[src/rtl/xb_pkg.sv]
package xb_pkg;

    typedef enum logic [1:0] {
        ST_IDLE,
        ST_STRETCH,
        ST_SERVE,
        ST_HOLD
    } xb_state_e;

    localparam int SEL_MEMR = 0;
    localparam int SEL_MEMW = 1;
    localparam int SEL_IOR  = 2;
    localparam int SEL_IOW  = 3;

endpackage

[src/rtl/xb_decode.sv]
module xb_decode
    import xb_pkg::*;
#(
    parameter int                AW       = 24,
    parameter int                IDXW     = 3,
    parameter logic [AW-1:0]     MEM_BASE = 24'h0D0000,
    parameter logic [AW-1:0]     IO_BASE  = 24'h000300
) (
    input  logic [AW-1:0]   addr,
    input  logic [3:0]      strb,
    output logic            hit,
    output logic            is_write,
    output logic [IDXW-1:0] idx
);
    localparam int IOW_BITS = 16;

    logic single;
    logic mem_sel;
    logic mem_match;
    logic io_match;

    always_comb begin
        single    = (strb != 4'b0000) && ((strb & (strb - 4'd1)) == 4'b0000);
        mem_sel   = strb[SEL_MEMR] | strb[SEL_MEMW];
        mem_match = (addr[AW-1:IDXW] == MEM_BASE[AW-1:IDXW]);
        io_match  = (addr[IOW_BITS-1:IDXW] == IO_BASE[IOW_BITS-1:IDXW]);
        hit       = single && (mem_sel ? mem_match : io_match);
        is_write  = strb[SEL_MEMW] | strb[SEL_IOW];
        idx       = addr[IDXW-1:0];
    end

endmodule

[src/rtl/xb_ctrl.sv]
module xb_ctrl
    import xb_pkg::*;
#(
    parameter int IDXW  = 3,
    parameter int WAITS = 2
) (
    input  logic            clk,
    input  logic            rst_n,
    input  logic [3:0]      strb,
    input  logic            hit,
    input  logic            is_write,
    input  logic [IDXW-1:0] idx_in,
    output logic            wait_req,
    output logic            data_oe,
    output logic            wr_en,
    output logic [IDXW-1:0] idx_q
);
    localparam logic [1:0] WLOAD = (WAITS > 0) ? 2'(WAITS - 1) : 2'd0;

    xb_state_e state, state_nx;
    logic [3:0] cur_sel;
    logic       wr_q;
    logic [1:0] wcnt;
    logic       held;
    logic       multi;

    always_comb begin
        held  = |(cur_sel & strb);
        multi = ($countones(strb) > 1);
    end

    always_comb begin
        state_nx = state;
        unique case (state)
            ST_IDLE:    if (hit) state_nx = (WAITS == 0) ? ST_SERVE : ST_STRETCH;
            ST_STRETCH: if (!held || multi) state_nx = ST_IDLE;
                        else if (wcnt == 2'd0) state_nx = ST_SERVE;
            ST_SERVE:   if (!held || multi) state_nx = ST_IDLE;
                        else if (wr_q) state_nx = ST_HOLD;
            ST_HOLD:    if (!held || multi) state_nx = ST_IDLE;
            default:    state_nx = ST_IDLE;
        endcase
    end

    always_ff @(posedge clk) begin
        if (!rst_n) begin
            state   <= ST_IDLE;
            cur_sel <= 4'b0000;
            wr_q    <= 1'b0;
            wcnt    <= 2'd0;
            idx_q   <= '0;
        end else begin
            state <= state_nx;
            if (state == ST_IDLE && hit) begin
                cur_sel <= strb;
                wr_q    <= is_write;
                wcnt    <= WLOAD;
                idx_q   <= idx_in;
            end else if (state == ST_STRETCH && wcnt != 2'd0) begin
                wcnt <= wcnt - 2'd1;
            end
        end
    end

    always_comb begin
        wait_req = (state == ST_STRETCH);
        data_oe  = (state != ST_IDLE) && !wr_q;
        wr_en    = (state == ST_SERVE) && wr_q && held && !multi;
    end

    int wait_run;
    always_ff @(posedge clk) begin
        if (!rst_n)        wait_run <= 0;
        else if (wait_req) wait_run <= wait_run + 1;
        else               wait_run <= 0;
    end

    AST_WAIT_LEN: assert property (@(posedge clk) disable iff (!rst_n)
        wait_req |-> (wait_run < WAITS));
    AST_OE_READ_ONLY: assert property (@(posedge clk) disable iff (!rst_n)
        data_oe |-> (cur_sel == 4'b0001 || cur_sel == 4'b0100));
    AST_RELEASE_IDLE: assert property (@(posedge clk) disable iff (!rst_n)
        (state != ST_IDLE && !held) |=> (!data_oe && !wait_req));
    AST_MULTI_IGNORED: assert property (@(posedge clk) disable iff (!rst_n)
        ($countones(strb) > 1) |=> (state == ST_IDLE));

endmodule

[src/rtl/xb_regfile.sv]
module xb_regfile #(
    parameter int NREG = 8,
    parameter int DW   = 16,
    parameter int IDXW = 3
) (
    input  logic            clk,
    input  logic            rst_n,
    input  logic            wr_en,
    input  logic [IDXW-1:0] idx,
    input  logic [DW-1:0]   wdata,
    output logic [DW-1:0]   rdata
);
    logic [DW-1:0] regs [NREG];

    for (genvar g = 0; g < NREG; g++) begin : g_reg
        always_ff @(posedge clk) begin
            if (!rst_n)
                regs[g] <= '0;
            else if (wr_en && idx == IDXW'(g))
                regs[g] <= wdata;
        end
    end

    always_comb begin
        rdata = '0;
        for (int i = 0; i < NREG; i++)
            if (idx == IDXW'(i)) rdata = regs[i];
    end

endmodule

[src/rtl/expbus_slave.sv]
module expbus_slave
    import xb_pkg::*;
#(
    parameter int               ADDR_W   = 24,
    parameter int               DATA_W   = 16,
    parameter int               NREG     = 8,
    parameter int               WAITS    = 2,
    parameter logic [ADDR_W-1:0] MEM_BASE = 24'h0D0000,
    parameter logic [ADDR_W-1:0] IO_BASE  = 24'h000300
) (
    input  logic              clk,
    input  logic              rst_n,
    input  logic [ADDR_W-1:0] addr,
    input  logic              memr_n,
    input  logic              memw_n,
    input  logic              ior_n,
    input  logic              iow_n,
    input  logic [DATA_W-1:0] data_in,
    output logic [DATA_W-1:0] data_out,
    output logic              data_oe,
    output logic              wait_req
);
    localparam int IDXW = $clog2(NREG);

    logic [3:0]      strb;
    logic            hit;
    logic            is_write;
    logic [IDXW-1:0] idx_dec;
    logic [IDXW-1:0] idx_q;
    logic            wr_en;
    logic [DATA_W-1:0] rdata;

    assign strb = {~iow_n, ~ior_n, ~memw_n, ~memr_n};

    xb_decode #(.AW(ADDR_W), .IDXW(IDXW), .MEM_BASE(MEM_BASE), .IO_BASE(IO_BASE)) u_dec (
        .addr(addr), .strb(strb), .hit(hit), .is_write(is_write), .idx(idx_dec)
    );

    xb_ctrl #(.IDXW(IDXW), .WAITS(WAITS)) u_ctrl (
        .clk(clk), .rst_n(rst_n), .strb(strb), .hit(hit), .is_write(is_write),
        .idx_in(idx_dec), .wait_req(wait_req), .data_oe(data_oe), .wr_en(wr_en), .idx_q(idx_q)
    );

    xb_regfile #(.NREG(NREG), .DW(DATA_W), .IDXW(IDXW)) u_rf (
        .clk(clk), .rst_n(rst_n), .wr_en(wr_en), .idx(idx_q), .wdata(data_in), .rdata(rdata)
    );

    assign data_out = data_oe ? rdata : '0;

    AST_WR_NO_WAIT: assert property (@(posedge clk) disable iff (!rst_n)
        wr_en |-> !wait_req);

endmodule

[config.mk]
export PLATFORM = sky130hd
export DESIGN_NAME = expbus_slave
export DESIGN_NICKNAME = d
export VERILOG_FILES = /design/src/rtl/xb_pkg.sv /design/src/rtl/xb_decode.sv /design/src/rtl/xb_ctrl.sv /design/src/rtl/xb_regfile.sv /design/src/rtl/expbus_slave.sv
export SDC_FILE = /design/constraint.sdc
export NUM_CORES = 1
export LEC_CHECK = 0
export BUFFER_PORTS_ARGS = -buffer_cell sky130_fd_sc_hd__buf_4
export CORE_MARGIN = 2
export CORE_UTILIZATION = 40
export DETAILED_ROUTE_END_ITERATION = 8
export GPL_TIMING_DRIVEN = 0
export HOLD_SLACK_MARGIN = 0.05
export PLACE_DENSITY = 0.54
export SKIP_LAST_GASP = 1
export SYNTH_ARGS = -nofsm -noshare
export SYNTH_HDL_FRONTEND = slang
export SYNTH_SLANG_ARGS = --single-unit
[constraint.sdc]
create_clock -name clk -period 8.16 [get_ports clk]
set_clock_uncertainty 0.2 [all_clocks]
set_input_delay 2.04 -clock clk [delete_from_list [all_inputs] [get_ports clk]]
set_output_delay 2.04 -clock clk [all_outputs]
set_load 0.01 [all_outputs]
Word-level counts from Yosys, hierarchy flattened
Memory sizes are Yosys's and may differ from the RTL's.
Index checks and enable logic that the tools add are counted.
{"block": "totals", "register_bits": 12, "latchBits": 0, "ramBits": 128, "mem_bits_ro": 0, "out_inout_bits": 18, "mem_count": 1}
{"memory": "u_rf.regs", "depth": 8, "word_bits": 16, "read_ports": 8, "rd_ports_with_merged_regs": 0, "wr": 8, "line_no": "xb_regfile.sv:13", "source": "logic [DW-1:0] regs [NREG];"}
{"block": "op_classes", "add_sub_neg": 5, "multipliers": 0, "div_mod_pow": 0, "magnitude_cmp": 1, "n_eq_ne": 16, "n_shift": 0, "muxes": 52, "n_bitwise": 17, "reduce_logical": 31}
{"operator": "two-way mux 16 bit", "count": 17}
{"operator": "adder 32 bit", "count": 1}
{"operator": "> comparator 32 x 2 -> 1 bit, second input constant", "count": 1}
{"operator": "two-way mux 1 bit", "count": 28}
{"operator": "equality test 21 x 17 -> 1 bit, second input constant", "count": 1}
{"operator": "logical AND 1 bit", "count": 16}
{"operator": "equality test 13 x 7 -> 1 bit, second input constant", "count": 1}
{"operator": "equality test 3 bit, second input constant", "count": 4}
{"operator": "two-way mux 2 bit", "count": 6}
{"operator": "bitwise OR 1 bit", "count": 10}
{"operator": "bitwise AND 4 bit", "count": 2}
{"operator": "case mux 2 bit (4 select lines)", "count": 1}
{"operator": "equality test 3 x 2 -> 1 bit, second input constant", "count": 2}
{"operator": "!= test 3 x 1 -> 1 bit, second input constant", "count": 2}
{"operator": "nonzero test 2 bit", "count": 3}
{"operator": "NOT 1 bit", "count": 5}
{"operator": "adder 1 x 1 -> 2 bit", "count": 2}
{"operator": "equality test 2 bit, second input constant", "count": 2}
{"operator": "zero test 2 bit", "count": 2}
{"operator": "zero test 4 bit", "count": 1}
{"operator": "!= test 2 x 1 -> 1 bit, second input constant", "count": 2}
{"operator": "AND reduction 4 bit", "count": 1}
{"operator": "nonzero test 4 bit", "count": 1}
{"operator": "OR reduction 4 bit", "count": 1}
{"operator": "other kinds (8)", "count": 10}

Longest topological paths before layout
{"block": "logic_depth", "word_depth": 11, "ltp_mapped": 9, "mapped_depth_nobuf": 8}

Modules after synthesis
From an unflattened synthesis, not the netlist that was laid out.
{"block": "unflattened", "hier_cells": 567, "area_unflattened_um2": 7039.3}
{"module": "xb_regfile", "n_inst": 1, "cells_per_inst": 460, "area_each_um2": 6189.7, "seq_area_each_um2": 3843.7}
{"module": "xb_ctrl", "n_inst": 1, "cells_per_inst": 70, "area_each_um2": 584.3, "seq_area_each_um2": 240.2}
{"module": "expbus_slave", "n_inst": 1, "cells_per_inst": 21, "area_each_um2": 141.4, "seq_area_each_um2": 0.0}
{"module": "xb_decode", "n_inst": 1, "cells_per_inst": 16, "area_each_um2": 123.9, "seq_area_each_um2": 0.0}

Least setup slack after synthesis
Ideal clock, no wire load.
{"block": "synth_timing", "path_type": "input to register", "from": "in ior_n", "to": "mem u_rf.regs[0][0] (enable)", "arrival_ns": 5.208, "setup_slack_ns": 2.317, "path_stages": 8, "n_path_buf": 0, "cell_sequence": "inv_1 > ha_1 > and2_1 > fa_1 > nor2_1 > o41a_4 > nand3_1 > o41ai_1"}
{"item": "start, declared", "line_no": "expbus_slave.sv:16", "source": "input logic ior_n,"}
{"item": "end, declared", "line_no": "xb_regfile.sv:13"}

==> results.sh <==
export IMPL_grt_pass1_wl_um=33700
export IMPL_fmax_mhz=183
export IMPL_gp_congestion=0.914
export IMPL_regArea_mm2=0.00408
export IMPL_cp_cell_sequence="buf_4 > inv_1 > ha_1 > and2_1 > fa_1 > nor2_1 > o41a_4 > nand3_1 > o41ai_2 > buf_4 > buf_6"
export IMPL_final_antenna_net_count=0
export IMPL_multi_input_area_mm2=0.00255
export IMPL_clkSinkCount=140
export IMPL_ys_warnings_count=0
export IMPL_drt_pass1_iter_count=5
export IMPL_pin_count=64
export IMPL_vias=5527
export IMPL_antenna_found_initial=0
export IMPL_crit_type="primary input to register"
export IMPL_finalHoldViolCount=0
export IMPL_synth_nets=691
export IMPL_fin_nets=782
export IMPL_ys_seq_elements=140
export IMPL_stdcell_count=968
export IMPL_synth_edf_count=128
export IMPL_h_tree_depth=4
export IMPL_numPortBuffers=62
export IMPL_holdBufCountCts=0
export IMPL_cpPeakStageDelay_ps=940
export IMPL_maxCapViolations=0
export IMPL_min_delay_start="u_ctrl.wcnt[1]"
export IMPL_worstSetupStartpointType="primary input"
export IMPL_r2r_end="u_rf.regs[0][0]"
export IMPL_r2r_cells=5
export IMPL_clock_path_buffers=2
export IMPL_cp_max_fo=8
export IMPL_whs_endpoint="u_ctrl.wcnt[1]"
export IMPL_cp_slowest_cell="o41ai_2"
export IMPL_setup_tns_ps=0
export IMPL_seq_area_frac_synth_pct=58.7
export IMPL_avgSynthCellArea_um2=10.9
export IMPL_ys_flop_type="edfxtp_1"
export IMPL_grt_pass1_vias=5620
export IMPL_initial_utilization_pct=40.5
export IMPL_drc_errors=0
export IMPL_critPathCaptureType="register"
export IMPL_min_delay_path_depth=2
export IMPL_timing_rr_start="u_ctrl.state[1]"
export IMPL_syn_area_mm2=0.00696
export IMPL_core_mm2=0.0172
export IMPL_fin_hold_ws_ps=304
export IMPL_synth_cell_types=51
export IMPL_power_density_mw_per_mm2=200
export IMPL_viasPerCell=5.71
export IMPL_cp_required_ps=8100
export IMPL_startpoint="ior_n"
export IMPL_dieArea_mm2=0.0185
export IMPL_grt_max_degree=17
export IMPL_setup_slack_ps=2690
export IMPL_synthArstFlopShare_pct=0
export IMPL_place_inst=936
export IMPL_pre_cts_slack_ps=2280
export IMPL_maxSlewViolCount=0
export IMPL_cts_tree="built"
export IMPL_row_count=48
export IMPL_ir_drop_mv=0.135
export IMPL_drt_iter0_drc=742
export IMPL_run_status="completed"
export IMPL_clock_latency_ps=420
export IMPL_cts_setup_buffers=0
export IMPL_cpMostUsedCell="buf_4"
export IMPL_numCtsBuffers=17
export IMPL_num_antenna_cells=0
export IMPL_slew_headroom_pct=37.6
export IMPL_syn2layout_area_growth_pct=22.6
export IMPL_leakagePower_uw=0.00289
export IMPL_wl_per_cell_um=23.2
export IMPL_post_cts_resized=0
export IMPL_cts_root_buf="clkbuf_16"
export IMPL_die_y_um=136
export IMPL_layout_min_cycle_time_ps=5470
export IMPL_netlist_instances=639
export IMPL_min_period_over_period_pct=67.0
export IMPL_final_fill_count=1637
export IMPL_grt_overflow_total=0
export IMPL_dp_hpwl_um=15900
export IMPL_critical_path_arrival_ps=5410
export IMPL_die_w_um=136
export IMPL_wirelength_um=22500
export IMPL_hold_path_class="register to register"
export IMPL_rrSetupSlack_ps=4980
export IMPL_grt_usage_pct=25.4
export IMPL_finalSetupViolCount=0
export IMPL_worstMarginPinSlew_ps=926
export IMPL_layout_drive_gt1_share_pct=21.0
export IMPL_clk_pin_slew_ps=60
export IMPL_rsz0062_at_grt="no"
cell usage in the layout (no fill, tap or decap), types with 20 or more instances in the layout:
master	count
edfxtp_1	128
nor2_1	80
buf_4	74
nor3_1	68
o21ai_0	55
nand2_1	55
mux2i_1	28
inv_1	25
nand3_1	23
a21oi_1	20
critical path: cells and delay by family:
kind,cells,cell delay [ps]
adders and majority gates,2,710
AOI/OAI and AO/OA,2,1170
and+or+nand+nor,3,830
buffers and inverters,4,640
how the worst max path moves through the flow:
stage | end | slack (ps) | cells past startpoint
2_1_floorplan | u_rf.regs[0][0] | 2320 | 8
3_3_place_gp | u_rf.regs[1][9] | 430 | 9
3_5_place_dp | u_rf.regs[0][9] | 2280 | 11
4_1_cts | u_rf.regs[0][3] | 2710 | 11
5_1_grt | u_rf.regs[0][3] | 2530 | 11
6_report | u_rf.regs[0][0] | 2690 | 11
synth_stat cells, types with 6 or more instances:
cell type | count | area share, %
dfxtp_1 | 12 | 3.5
nor3_1 | 68 | 4.9
o21ai_0 | 57 | 4.1
buf_4 | 10 | 1.1
nor2b_1 | 9 | 0.81
nand3_1 | 23 | 1.7
mux4_2 | 6 | 1.9
inv_1 | 25 | 1.3
nand2_1 | 55 | 3.0
a21oi_1 | 20 | 1.4
buf_6 | 9 | 1.5
and2_1 | 12 | 1.1
nor2_1 | 80 | 4.3
mux2i_1 | 28 | 4.0
a31oi_1 | 6 | 0.54
buf_2 | 13 | 0.93
edfxtp_1 | 128 | 55
clkbuf_1 | 17 | 0.92
cells by family after synthesis:
family	count (synthesis)	synth area share, %
AOI/OAI and AO/OA	112	9.56
xor gates and xnor gates	1	0.126
adders and majority gates	6	1.19
buffers and inverters	76	5.84
DFF	140	58.7
muxes	35	6.13
and+or+nand+nor	269	18.5
cell type report:
type / count / area share, %
clock inverters: 14 / 2.07
multi-input cells: 423 / 29.9
plain buffers: 50 / 3.62
flip-flops and latches: 140 / 47.9
well taps: 225 / 3.30
inverters: 26 / 1.14
repair buffers: 72 / 7.10
clock buffers: 18 / 5.03
layer usage:
layer | vias to the layer above | part of all wire, % | global-route usage, %
li1 | 2502 | - | -
met1 | 2715 | 44 | 35.3
met2 | 274 | 47 | 40.9
met3 | 36 | 7.1 | 3.80
met4 | 0 | 2.1 | 8.33
met5 | - | 0 | 0
flip-flops by register name (all words and copies together), names as in the netlist:
register / count
u_rf.regs: 128
u_ctrl.cur_sel: 4
u_ctrl.idx_q: 3
u_ctrl.state: 2
u_ctrl.wcnt: 2
u_ctrl.wr_q: 1
per-stage QoR:
step	utilization [%]	power, uW	area (um2)
after detailed placement	46.2	915	7930
after floorplan	-	864	6960
final	49.7	1710	8530
after global placement	44.9	905	7710
after CTS	49.7	1710	8530
after global routing	49.7	1750	8530
power breakdown:
part	total, uW	internal (uW)	switching (uW)
Combinational	76.1	32.6	43.4
Clock	805	506	299
Sequential	825	812	13.4
Total	1710	1350	356
(Power assumes the default switching activity.)
